**src/rtl/secded_pkg.sv**
```systemverilog
package secded_pkg;
  localparam int DATA_W = 32;
  localparam int CHK_W  = 6;
  localparam int CW_W   = DATA_W + CHK_W + 1;

  localparam logic [1:0] ST_OK  = 2'b00;
  localparam logic [1:0] ST_FIX = 2'b01;
  localparam logic [1:0] ST_DBL = 2'b10;

  function automatic bit is_pow2(int v);
    return (v > 0) && ((v & (v - 1)) == 0);
  endfunction

  // 1-based codeword position of payload bit idx
  function automatic int pos_of_data(int idx);
    int cnt;
    cnt = 0;
    for (int p = 1; p < CW_W; p++) begin
      if (!is_pow2(p)) begin
        if (cnt == idx) return p;
        cnt++;
      end
    end
    return 0;
  endfunction

  // positions 1..CW_W-1 covered by check bit k
  function automatic logic [CW_W-1:0] cover_mask(int k);
    logic [CW_W-1:0] m;
    m = '0;
    for (int p = 1; p < CW_W; p++) m[p-1] = ((p >> k) & 1) == 1;
    return m;
  endfunction

  function automatic logic [DATA_W-1:0] extract(logic [CW_W-1:0] cw);
    logic [DATA_W-1:0] d;
    for (int i = 0; i < DATA_W; i++) d[i] = cw[pos_of_data(i)-1];
    return d;
  endfunction

  function automatic logic [CW_W-1:0] encode(logic [DATA_W-1:0] d);
    logic [CW_W-1:0] cw;
    cw = '0;
    for (int i = 0; i < DATA_W; i++) cw[pos_of_data(i)-1] = d[i];
    for (int k = 0; k < CHK_W; k++) cw[(1 << k) - 1] = ^(cw & cover_mask(k));
    cw[CW_W-1] = ^cw[CW_W-2:0];
    return cw;
  endfunction
endpackage

```
**src/rtl/secded_syndrome.sv**
```systemverilog
module secded_syndrome
  import secded_pkg::*;
#(
  parameter int CHK_N = CHK_W,
  parameter int CW_N  = CW_W
) (
  input  logic [CW_N-1:0]  cw_i,
  output logic [CHK_N-1:0] syn_o,
  output logic             odd_o
);
  for (genvar k = 0; k < CHK_N; k++) begin : g_syn
    localparam logic [CW_N-1:0] MASK = cover_mask(k);
    assign syn_o[k] = ^(cw_i & MASK);
  end
  assign odd_o = ^cw_i;
endmodule

```
**src/rtl/secded_classify.sv**
```systemverilog
module secded_classify
  import secded_pkg::*;
#(
  parameter int CHK_N = CHK_W,
  parameter int CW_N  = CW_W
) (
  input  logic [CHK_N-1:0] syn_i,
  input  logic             odd_i,
  output logic             flip_en_o,
  output logic [1:0]       status_o,
  output logic             meta_o
);
  logic syn_nz;
  logic in_range;

  assign syn_nz   = |syn_i;
  assign in_range = int'(syn_i) <= CW_N - 1;

  always_comb begin
    flip_en_o = 1'b0;
    meta_o    = 1'b0;
    status_o  = ST_OK;
    if (!syn_nz && odd_i) begin
      status_o = ST_FIX;
      meta_o   = 1'b1;
    end else if (syn_nz && odd_i && in_range) begin
      status_o  = ST_FIX;
      flip_en_o = 1'b1;
      meta_o    = is_pow2(int'(syn_i));
    end else if (syn_nz) begin
      status_o = ST_DBL;
    end
  end
endmodule

```
**src/rtl/secded_flip.sv**
```systemverilog
module secded_flip
  import secded_pkg::*;
#(
  parameter int CHK_N = CHK_W,
  parameter int CW_N  = CW_W
) (
  input  logic [CW_N-1:0]  cw_i,
  input  logic [CHK_N-1:0] syn_i,
  input  logic             en_i,
  output logic [CW_N-1:0]  cw_o
);
  for (genvar p = 1; p < CW_N; p++) begin : g_pos
    assign cw_o[p-1] = cw_i[p-1] ^ (en_i && (syn_i == CHK_N'(p)));
  end
  assign cw_o[CW_N-1] = cw_i[CW_N-1];
endmodule

```
**src/rtl/secded_extract.sv**
```systemverilog
module secded_extract
  import secded_pkg::*;
#(
  parameter int DATA_N = DATA_W,
  parameter int CW_N   = CW_W
) (
  input  logic [CW_N-1:0]   cw_i,
  output logic [DATA_N-1:0] data_o
);
  for (genvar i = 0; i < DATA_N; i++) begin : g_bit
    localparam int POS = pos_of_data(i);
    assign data_o[i] = cw_i[POS-1];
  end
endmodule

```
**src/rtl/secded_check.sv**
```systemverilog
module secded_check
  import secded_pkg::*;
(
  input  logic [CW_W-1:0]   cw_i,
  output logic [DATA_W-1:0] data_o,
  output logic [1:0]        status_o,
  output logic              meta_fix_o
);
  logic [CHK_W-1:0] syn;
  logic             odd;
  logic             flip_en;
  logic [CW_W-1:0]  cw_fixed;

  secded_syndrome #(.CHK_N(CHK_W), .CW_N(CW_W)) u_syn (
    .cw_i (cw_i),
    .syn_o(syn),
    .odd_o(odd)
  );

  secded_classify #(.CHK_N(CHK_W), .CW_N(CW_W)) u_cls (
    .syn_i    (syn),
    .odd_i    (odd),
    .flip_en_o(flip_en),
    .status_o (status_o),
    .meta_o   (meta_fix_o)
  );

  secded_flip #(.CHK_N(CHK_W), .CW_N(CW_W)) u_flip (
    .cw_i (cw_i),
    .syn_i(syn),
    .en_i (flip_en),
    .cw_o (cw_fixed)
  );

  secded_extract #(.DATA_N(DATA_W), .CW_N(CW_W)) u_ext (
    .cw_i  (cw_fixed),
    .data_o(data_o)
  );
endmodule

```
**config.mk**
```make
export PLATFORM = sky130hd
export DESIGN_NAME = secded_check
export DESIGN_NICKNAME = d
export VERILOG_FILES = /design/src/rtl/secded_pkg.sv /design/src/rtl/secded_syndrome.sv /design/src/rtl/secded_classify.sv /design/src/rtl/secded_flip.sv /design/src/rtl/secded_extract.sv /design/src/rtl/secded_check.sv
export SDC_FILE = /design/constraint.sdc
export NUM_CORES = 1
export LEC_CHECK = 0
export ABC_AREA = 1
export BUFFER_PORTS_ARGS = -buffer_cell sky130_fd_sc_hd__buf_2
export CORE_UTILIZATION = 62
export DETAILED_ROUTE_END_ITERATION = 8
export GPL_TIMING_DRIVEN = 1
export MAX_ROUTING_LAYER = met4
export PLACE_DENSITY = 0.95
export SYNTH_ARGS = -nofsm -noshare
export SYNTH_HDL_FRONTEND = slang
export SYNTH_HIERARCHICAL = 1
export SYNTH_SLANG_ARGS = --single-unit
```
**constraint.sdc**
```tcl
create_clock -name vclk -period 7.3
set_input_delay 1.825 -clock vclk [all_inputs]
set_output_delay 1.825 -clock vclk [all_outputs]
set_load 0.05 [all_outputs]
```
==> metrics.txt, run 1 <==
# TYPE chip_impl_metric gauge
chip_impl_metric{name="grt_max_degree",unit=""} 17
chip_impl_metric{name="worst_hold_path.num_cells",unit=""} 4
chip_impl_info{name="final_common_cell",value="nand2_1"} 1
chip_impl_metric{name="area_delta_synth_final",unit="%"} 5.63
chip_impl_metric{name="rd_place_congestion",unit=""} 0.926
chip_impl_metric{name="antennaDiodeCount",unit=""} 0
chip_impl_metric{name="hold_viol_final",unit=""} 0
chip_impl_metric{name="floorplan.core_area",unit="um^2"} 4140
chip_impl_metric{name="finalNetCount",unit=""} 625
chip_impl_metric{name="die_area",unit="um^2"} 4750
chip_impl_metric{name="num_vias",unit=""} 3425
chip_impl_metric{name="worst_slew_margin_rel",unit="%"} 65.8
chip_impl_metric{name="ir_drop",unit="mV"} 0.0936
chip_impl_metric{name="antenna_left",unit=""} 0
chip_impl_metric{name="congestion_overflow_gr",unit=""} 0
chip_impl_metric{name="worst_pin_slew",unit="ps"} 511
chip_impl_info{name="result_of_the_run",value="complete, no violations"} 1
chip_impl_metric{name="drt-wirelength-per-cell",unit="um"} 12.1
chip_impl_metric{name="powerDensity",unit="nW/um^2"} 158
chip_impl_metric{name="yosys_warnings",unit=""} 6
chip_impl_metric{name="grt_use_met3",unit="%"} 0.658
chip_impl_metric{name="drt-pass1-iter-count",unit=""} 5
chip_impl_metric{name="via_per_inst",unit=""} 5.40
chip_impl_metric{name="first_iter_violations",unit=""} 221
chip_impl_info{name="worst_setup_path_start_kind",value="input pin"} 1
chip_impl_info{name="min-delay-path-class",value="in2out"} 1
chip_impl_metric{name="drive_gt1_share",unit="%"} 16.8
chip_impl_info{name="hold_end",value="data_o[26]"} 1
chip_impl_info{name="cp-end-kind",value="output pin"} 1
chip_impl_metric{name="max_cap_violations",unit=""} 0
chip_impl_metric{name="syn-mean-instance-area",unit="um^2"} 5.07
chip_impl_info{name="critical_path.cell_chain",value="buf_2 > inv_2 > nand2_1 > nand2_4 > xor2_4 > xnor2_1 > nand2_1 > nand2_1 > nand3_1 > nand2_1 > nor2_1 > nand2_2 > o21ai_0 > a21oi_1 > nand3_2 > buf_4 > inv_2 > nand3b_1 > nand2_1 > buf_2"} 1
chip_impl_metric{name="setup_total_negative_slack",unit="ps"} 0
chip_impl_metric{name="placed_cells",unit=""} 634
chip_impl_metric{name="layoutNonFillerInstCount",unit=""} 634
chip_impl_metric{name="finalMaxSlewViolations",unit=""} 0
chip_impl_metric{name="period_minus_slack",unit="ps"} 6640
chip_impl_info{name="grt-busiest-layer",value="met2"} 1
chip_impl_metric{name="gr-usage-met2",unit="%"} 60.4
chip_impl_metric{name="syn-cell-area",unit="um^2"} 2780
chip_impl_metric{name="routed_wl",unit="mm"} 7.68
chip_impl_metric{name="netlist_instances",unit=""} 548
chip_impl_metric{name="leakage",unit="nW"} 1.84
chip_impl_metric{name="top_level_ports",unit=""} 74
chip_impl_metric{name="initial_utilization",unit="%"} 67.0
chip_impl_metric{name="grt_first_pass_wirelength",unit="mm"} 11.4
chip_impl_info{name="min-delay-start",value="cw_i[32]"} 1
chip_impl_metric{name="crit_arrival",unit="ps"} 4810
chip_impl_metric{name="antenna_found_initial",unit=""} 0
chip_impl_metric{name="area.sequential",unit="um^2"} 0
chip_impl_metric{name="ffs_latches",unit=""} 0
chip_impl_metric{name="finalSetupViolCount",unit=""} 0
chip_impl_metric{name="cp_required",unit="ps"} 5480
chip_impl_metric{name="grt_pass1_vias",unit=""} 2740
chip_impl_info{name="path_delay_family",value="simple AND/OR/NAND/NOR gates"} 1
chip_impl_metric{name="layout.filler_cells",unit=""} 412
chip_impl_metric{name="final.period_utilization",unit="%"} 91.0
chip_impl_info{name="layout_common_cells",value="251 x nand2_1, 74 x buf_2, 66 x inv_1"} 1
chip_impl_metric{name="route.detailed.drc",unit=""} 0
chip_impl_metric{name="nClkBuffers",unit=""} 0
chip_impl_metric{name="number_of_port_buffers",unit=""} 74
chip_impl_info{name="setup_repair_after_global_routing_missed_its_margin",value="no"} 1
chip_impl_metric{name="die_width",unit="um"} 68.9
chip_impl_info{name="critical-path-slowest-cell",value="a21oi_1"} 1
chip_impl_metric{name="peak_fanout_along_the_critical_path",unit=""} 16
chip_impl_metric{name="critPathMaxStageDelay",unit="ps"} 280
chip_impl_metric{name="synth_nets",unit=""} 587
chip_impl_info{name="critical-path-top-cell-by-count",value="nand2_1"} 1
chip_impl_metric{name="use_met1",unit="%"} 37.3
chip_impl_metric{name="cts_hold_buffers",unit=""} 0
chip_impl_metric{name="fp-row-count",unit=""} 23
chip_impl_metric{name="fmax",unit="MHz"} 151
chip_impl_metric{name="chipHeight",unit="um"} 68.9
chip_impl_metric{name="worst-path-buf-inv",unit=""} 5
chip_impl_metric{name="cts-resized-gates",unit=""} 0
chip_impl_metric{name="global_route.usage.total",unit="%"} 32.1
chip_impl_metric{name="hpwlAfterDp",unit="mm"} 6.45
chip_impl_metric{name="postCtsSetupRepairBufs",unit=""} 0
chip_impl_info{name="crit_type",value="in2out"} 1
## cell type report
cell class	count	area (um^2)	share of cell area, %
Timing Repair Buffer	75	378	12.9
Tap cell	50	62.6	2.13
Multi-Input combinational cell	437	2220	75.8
Inverter	72	270	9.22
## report_power, final
group	switching, mW	internal [mW]	total, mW	leakage [nW]
logic	0.338	0.126	0.464	1.84
registers	0	0	0	0
clock network	0	0	0	0
total	0.338	0.126	0.464	1.84
## worst max path at each step
stage / startpoint / end / slack (ps) / cells after the start
2_1_floorplan: cw_i[6] / data_o[25] / 1410 / 19
3_3_place_gp: cw_i[30] / data_o[24] / 780 / 20
3_5_place_dp: cw_i[30] / data_o[18] / 740 / 20
4_1_cts: cw_i[30] / data_o[24] / 730 / 20
5_1_grt: cw_i[30] / data_o[24] / 420 / 20
6_report: cw_i[30] / data_o[15] / 660 / 20
## per-stage QoR
step	total power [mW]	instance area (um^2)	setup slack [ps]	util (%)	hold slack [ps]
2_1_floorplan	0.365	2780	1410	-	3910
6_report	0.464	2930	660	70.8	4100
5_1_grt	0.506	2930	417	70.8	4120
4_1_cts	0.453	2930	727	70.8	4100
3_3_place_gp	0.442	2930	780	70.8	4100
3_5_place_dp	0.452	2930	741	70.8	4100
## layer usage
layer,vias up,wire (um)
met2,157,3830
met4,0,147
met1,1536,3170
met3,17,527
met5,-,0
li1,1715,-
## worst min-delay path: stages
cell and delay, ps:
buf_2 120, o21ai_0 70, nand2_1 50, buf_2 200
No activity file was read; power rests on OpenSTA's default activity.
==> inputs of run 2 (changes only) <==
--- a/config.mk
+++ b/config.mk
@@ -12,6 +12,7 @@
 export GPL_TIMING_DRIVEN = 1
 export MAX_ROUTING_LAYER = met4
 export PLACE_DENSITY = 0.95
+export REMOVE_ABC_BUFFERS = 1
 export SYNTH_ARGS = -nofsm -noshare
 export SYNTH_HDL_FRONTEND = slang
 export SYNTH_HIERARCHICAL = 1
==> run 2 against run 1 <==
  * Critical endpoint is now data_o[25]
  * Core utilization stayed put
  * Highest routed layer unchanged
  * Wire length shrank 0.20%
  * Power is 1.3% lower
  * First-iteration DRC count rose by 6.8%
  * Critical path depth stayed put
==> metrics.txt, run 2 (same netlist as run 1, synthesis figures left out) <==
# TYPE chip_impl_metric gauge
chip_impl_info{name="result_of_the_run",value="complete, no violations"} 1
chip_impl_metric{name="global_route.usage.total",unit="%"} 33.9
chip_impl_metric{name="postPlaceCellArea",unit="um^2"} 2930
chip_impl_info{name="layout_common_cells",value="251 x nand2_1, 74 x buf_2, 66 x inv_1"} 1
chip_impl_metric{name="area_delta_synth_final",unit="%"} 5.63
chip_impl_metric{name="finalSetupViolCount",unit=""} 0
chip_impl_metric{name="antenna_left",unit=""} 0
chip_impl_metric{name="hold_viol_final",unit=""} 0
chip_impl_metric{name="area.sequential",unit="um^2"} 0
chip_impl_metric{name="net-switching-power",unit="mW"} 0.332
chip_impl_metric{name="congestion_overflow_gr",unit=""} 0
chip_impl_metric{name="finalNetCount",unit=""} 625
chip_impl_metric{name="top_level_ports",unit=""} 74
chip_impl_metric{name="combinationalPowerShare",unit="%"} 100.0
chip_impl_metric{name="route.detailed.drc",unit=""} 0
chip_impl_metric{name="post-place-ws",unit="ps"} 722
chip_impl_metric{name="cp_required",unit="ps"} 5480
chip_impl_info{name="min-delay-path-class",value="in2out"} 1
chip_impl_info{name="min-delay-start",value="cw_i[11]"} 1
chip_impl_metric{name="internal_power",unit="mW"} 0.126
chip_impl_metric{name="postCtsSetupRepairBufs",unit=""} 0
chip_impl_metric{name="sequentialPowerShare",unit="%"} 0
chip_impl_metric{name="finalMaxSlewViolations",unit=""} 0
chip_impl_metric{name="post_route_worst_setup_slack",unit="ps"} 661
chip_impl_metric{name="grt_use_met3",unit="%"} 2.14
chip_impl_metric{name="peak_fanout_along_the_critical_path",unit=""} 16
chip_impl_metric{name="stdcell_area",unit="um^2"} 2930
chip_impl_metric{name="p_clk_share",unit="%"} 0
chip_impl_metric{name="nClkBuffers",unit=""} 0
chip_impl_info{name="grt-busiest-layer",value="met2"} 1
chip_impl_metric{name="cts_hold_buffers",unit=""} 0
chip_impl_metric{name="power.share.switching",unit="%"} 72.5
chip_impl_metric{name="cts-resized-gates",unit=""} 0
chip_impl_metric{name="grt_first_pass_wirelength",unit="mm"} 12.1
chip_impl_metric{name="final.period_utilization",unit="%"} 90.9
chip_impl_metric{name="gr-usage-met2",unit="%"} 60.9
chip_impl_metric{name="antennaDiodeCount",unit=""} 0
chip_impl_metric{name="period_minus_slack",unit="ps"} 6640
chip_impl_metric{name="drt-pass1-iter-count",unit=""} 7
chip_impl_metric{name="setup_total_negative_slack",unit="ps"} 0
chip_impl_metric{name="hpwlAfterDp",unit="mm"} 6.32
chip_impl_metric{name="chipHeight",unit="um"} 68.9
chip_impl_metric{name="crit_arrival",unit="ps"} 4810
chip_impl_metric{name="leakage",unit="nW"} 1.84
chip_impl_metric{name="via_per_inst",unit=""} 5.44
chip_impl_info{name="worst_setup_path_startpoint",value="cw_i[30]"} 1
chip_impl_metric{name="drt-wirelength-per-cell",unit="um"} 12.1
chip_impl_metric{name="fmax",unit="MHz"} 151
chip_impl_metric{name="powerDensity",unit="nW/um^2"} 156
chip_impl_info{name="cp-end-kind",value="output pin"} 1
chip_impl_metric{name="use_met1",unit="%"} 39.0
chip_impl_metric{name="grt_max_degree",unit=""} 17
chip_impl_metric{name="first_iter_violations",unit=""} 236
chip_impl_metric{name="worst_slew_margin_rel",unit="%"} 67.7
chip_impl_info{name="setup_repair_after_global_routing_missed_its_margin",value="no"} 1
chip_impl_info{name="crit_type",value="in2out"} 1
chip_impl_metric{name="ir_drop",unit="mV"} 0.0788
chip_impl_metric{name="ffs_latches",unit=""} 0
chip_impl_metric{name="die_area",unit="um^2"} 4750
chip_impl_metric{name="worst_hold_path.num_cells",unit=""} 4
chip_impl_metric{name="worst_pin_slew",unit="ps"} 482
chip_impl_metric{name="routed_wl",unit="mm"} 7.67
chip_impl_metric{name="num_vias",unit=""} 3446
chip_impl_metric{name="grt_pass1_vias",unit=""} 2977
chip_impl_metric{name="initial_utilization",unit="%"} 67.0
chip_impl_metric{name="drive_gt1_share",unit="%"} 16.8
chip_impl_metric{name="fp-row-count",unit=""} 23
chip_impl_info{name="hold_end",value="data_o[7]"} 1
chip_impl_metric{name="rd_place_congestion",unit=""} 0.958
chip_impl_info{name="worst_setup_path_start_kind",value="input pin"} 1
chip_impl_metric{name="number_of_port_buffers",unit=""} 74
chip_impl_metric{name="floorplan.core_area",unit="um^2"} 4140
chip_impl_metric{name="max_cap_violations",unit=""} 0
chip_impl_metric{name="die_width",unit="um"} 68.9
chip_impl_metric{name="antenna_found_initial",unit=""} 0
chip_impl_info{name="final_common_cell",value="nand2_1"} 1
-- run 2: cell counts in the layout (fill, tap and decap cells not counted) --
No cell type changed its count.
-- run 2: critical path, cell delays in order --
cell and delay [ps]:
buf_2 190, inv_2 60, nand2_1 100, nand2_4 80, xor2_4 240, xor2_2 190, nand3_1 120, nand2_1 90
nand2_1 60, nand2_1 210, nor2_1 100, nand2_2 110, o21ai_0 80, a21oi_1 270, nand3_2 100, buf_4 200
inv_2 280, nand3b_1 140, nand2_1 90, buf_2 260
-- run 2: layout make-up --
| class | count | area [um^2] |
|---|---|---|
| timing repair buffer | 75 | 378 |
| multi-input combinational | 437 | 2220 |
| fill | 389 | 1210 |
| tap | 50 | 62.6 |
| inverter | 72 | 270 |
-- run 2: how the worst max path moves through the flow --
stage | end | slack, ps
after floorplan | data_o[24] | 1280
after global placement | data_o[21] | 770
after detailed placement | data_o[2] | 720
after CTS | data_o[2] | 710
after global routing | data_o[9] | 380
final | data_o[25] | 660
-- run 2: per-stage QoR --
step	cells	total power [mW]	hold slack [ps]	utilization, %
floorplan	509	0.339	3970	-
global placement	634	0.438	4100	70.8
detailed placement	634	0.448	4100	70.8
CTS	634	0.449	4110	70.8
global route	634	0.504	4140	70.8
finish	634	0.458	4110	70.8
-- run 2: power groups by stage --
stage	logic (mW)	clock network, mW	registers, mW
2_1_floorplan	0.339	0	0
3_3_place_gp	0.438	0	0
3_5_place_dp	0.448	0	0
4_1_cts	0.449	0	0
5_1_grt	0.504	0	0
6_report	0.458	0	0
-- run 2: routing by layer --
layer / wire length (um) / vias to the layer above
met2: 3740 / 180
li1: - / 1722
met1: 3110 / 1521
met3: 639 / 23
met4: 175 / 0
met5: 0 / -
==> inputs of run 3 (changes only) <==
--- a/config.mk
+++ b/config.mk
@@ -7,6 +7,7 @@
 export LEC_CHECK = 0
 export ABC_AREA = 1
 export BUFFER_PORTS_ARGS = -buffer_cell sky130_fd_sc_hd__buf_2
+export CORE_ASPECT_RATIO = 0.5
 export CORE_UTILIZATION = 62
 export DETAILED_ROUTE_END_ITERATION = 8
 export GPL_TIMING_DRIVEN = 1
==> constraint.sdc (replaced) <==
create_clock -name vclk -period 8.2
set_input_delay 2.05 -clock vclk [all_inputs]
set_output_delay 2.05 -clock vclk [all_outputs]
set_load 0.05 [all_outputs]
==> run 3 against run 2 <==
  * Non-clock buffer count down 1
  * Global-route usage down 3.0 points
  * Sequential cell count unchanged
  * Sequential share of layout area unchanged
  * Power down 11%
  * Via count down 2.8%
  * Wire length down 4.0%
==> metrics.txt, run 3 (same netlist as run 1, synthesis figures left out) <==
# TYPE chip_impl_metric gauge
chip_impl_info{name="result_of_the_run",value="complete, no violations"} 1
chip_impl_metric{name="antenna_found_initial",unit=""} 0
chip_impl_metric{name="rd_place_congestion",unit=""} 1.00
chip_impl_metric{name="top_level_ports",unit=""} 74
chip_impl_metric{name="area.sequential",unit="um^2"} 0
chip_impl_metric{name="cts_hold_buffers",unit=""} 0
chip_impl_metric{name="routed_wl",unit="mm"} 7.36
chip_impl_metric{name="antennaDiodeCount",unit=""} 0
chip_impl_info{name="final_common_cell",value="nand2_1"} 1
chip_impl_metric{name="cts-resized-gates",unit=""} 0
chip_impl_metric{name="num_vias",unit=""} 3350
chip_impl_metric{name="finalSetupViolCount",unit=""} 0
chip_impl_metric{name="postPlaceCellArea",unit="um^2"} 2930
chip_impl_metric{name="ffs_latches",unit=""} 0
chip_impl_metric{name="grt_pass1_vias",unit=""} 2794
chip_impl_metric{name="postCtsSetupRepairBufs",unit=""} 0
chip_impl_metric{name="finalNetCount",unit=""} 624
chip_impl_metric{name="use_met1",unit="%"} 43.2
chip_impl_metric{name="cp_required",unit="ps"} 6150
chip_impl_metric{name="chipHeight",unit="um"} 49.3
chip_impl_metric{name="nClkBuffers",unit=""} 0
chip_impl_info{name="crit_end",value="data_o[22]"} 1
chip_impl_metric{name="gr-usage-met2",unit="%"} 50.7
chip_impl_metric{name="route.detailed.drc",unit=""} 0
chip_impl_metric{name="fmax",unit="MHz"} 135
chip_impl_metric{name="hold_viol_final",unit=""} 0
chip_impl_metric{name="period_minus_slack",unit="ps"} 7410
chip_impl_metric{name="via_per_inst",unit=""} 5.26
chip_impl_metric{name="die_width",unit="um"} 96.6
chip_impl_metric{name="fp-row-count",unit=""} 16
chip_impl_metric{name="stdcell_area",unit="um^2"} 2930
chip_impl_info{name="grt-busiest-layer",value="met2"} 1
chip_impl_metric{name="ir_drop",unit="mV"} 0.0898
chip_impl_metric{name="drt-pass1-iter-count",unit=""} 5
chip_impl_metric{name="drive_gt1_share",unit="%"} 16.6
chip_impl_metric{name="post_route_worst_setup_slack",unit="ps"} 793
chip_impl_metric{name="floorplan.core_area",unit="um^2"} 4080
chip_impl_metric{name="finalMaxSlewViolations",unit=""} 0
chip_impl_info{name="crit_type",value="in2out"} 1
chip_impl_info{name="setup_repair_after_global_routing_missed_its_margin",value="no"} 1
chip_impl_metric{name="die_area",unit="um^2"} 4770
chip_impl_metric{name="hpwlAfterDp",unit="mm"} 6.21
chip_impl_metric{name="post-place-ws",unit="ps"} 1010
chip_impl_info{name="layout_common_cells",value="251 x nand2_1, 74 x buf_2, 66 x inv_1"} 1
chip_impl_metric{name="powerDensity",unit="nW/um^2"} 139
chip_impl_metric{name="worst_pin_slew",unit="ps"} 413
chip_impl_metric{name="congestion_overflow_gr",unit=""} 0
chip_impl_metric{name="peak_fanout_along_the_critical_path",unit=""} 16
chip_impl_metric{name="worst_slew_margin_rel",unit="%"} 72.2
chip_impl_metric{name="first_iter_violations",unit=""} 318
chip_impl_metric{name="global_route.usage.total",unit="%"} 31.0
chip_impl_metric{name="drt-wirelength-per-cell",unit="um"} 11.6
chip_impl_metric{name="crit_arrival",unit="ps"} 5360
chip_impl_info{name="worst_setup_path_start_kind",value="input pin"} 1
chip_impl_metric{name="grt_use_met3",unit="%"} 2.15
chip_impl_metric{name="final.period_utilization",unit="%"} 90.3
chip_impl_metric{name="grt_first_pass_wirelength",unit="mm"} 12.1
chip_impl_metric{name="setup_total_negative_slack",unit="ps"} 0
chip_impl_metric{name="number_of_port_buffers",unit=""} 74
chip_impl_info{name="worst_setup_path_startpoint",value="cw_i[27]"} 1
chip_impl_metric{name="initial_utilization",unit="%"} 68.0
chip_impl_metric{name="antenna_left",unit=""} 0
chip_impl_metric{name="area_delta_synth_final",unit="%"} 5.54
chip_impl_metric{name="max_cap_violations",unit=""} 0
chip_impl_info{name="min-delay-path-class",value="in2out"} 1
chip_impl_metric{name="leakage",unit="nW"} 1.84
chip_impl_metric{name="grt_max_degree",unit=""} 17
chip_impl_info{name="cp-end-kind",value="output pin"} 1
==> run 3: cell types whose count changed in the layout (fill, tap and decap cells not counted), sizes merged <==
cell / delta
buf: -1
==> run 3: how the worst min path moves through the flow <==
stage / startpoint / to / depth (start not counted)
2_1_floorplan: cw_i[23] / data_o[18] / 2
3_3_place_gp: cw_i[32] / data_o[26] / 4
3_5_place_dp: cw_i[33] / data_o[27] / 4
4_1_cts: cw_i[33] / data_o[27] / 4
5_1_grt: cw_i[33] / data_o[27] / 4
6_report: cw_i[33] / data_o[27] / 4
==> run 3: cell type report <==
type / count / area [um^2]
Fill cell: 385 / 1150
Inverter: 72 / 270
Timing Repair Buffer: 74 / 370
Multi-Input combinational cell: 437 / 2220
Tap cell: 54 / 67.6
==> run 3: power breakdown <==
| group | internal, mW | switching [mW] | leakage [nW] |
|---|---|---|---|
| sequential | 0 | 0 | 0 |
| clock | 0 | 0 | 0 |
| combinational | 0.111 | 0.297 | 1.84 |
==> run 3: worst max-delay path: stages <==
cell and delay [ps]:
buf_2 130, inv_1 110, nand2_1 80, nand2_1 40
nand2_1 70, nand2_1 140, xnor2_1 410, nand2_1 160
nand2_1 100, nand3_1 60, nand2_1 230, nor2_1 120
nand2_2 110, o21ai_0 80, a21oi_1 270, nand3_2 330
inv_2 360, nand3b_1 140, nand2_1 80, buf_2 260
==> run 3: per-layer routing <==
layer,routed length [um],vias up
li1,-,1717
met1,3250,1469
met2,3300,160
met3,785,4
met4,23,0
met5,0,-
==> run 3: metrics by stage <==
step	hold slack, ps	utilization (%)	power [mW]	cells
floorplan	4420	-	0.302	509
global placement	4550	71.8	0.391	637
detailed placement	4550	71.8	0.398	637
CTS	4560	71.8	0.399	637
global route	4580	71.8	0.450	637
finish	4560	71.8	0.408	637
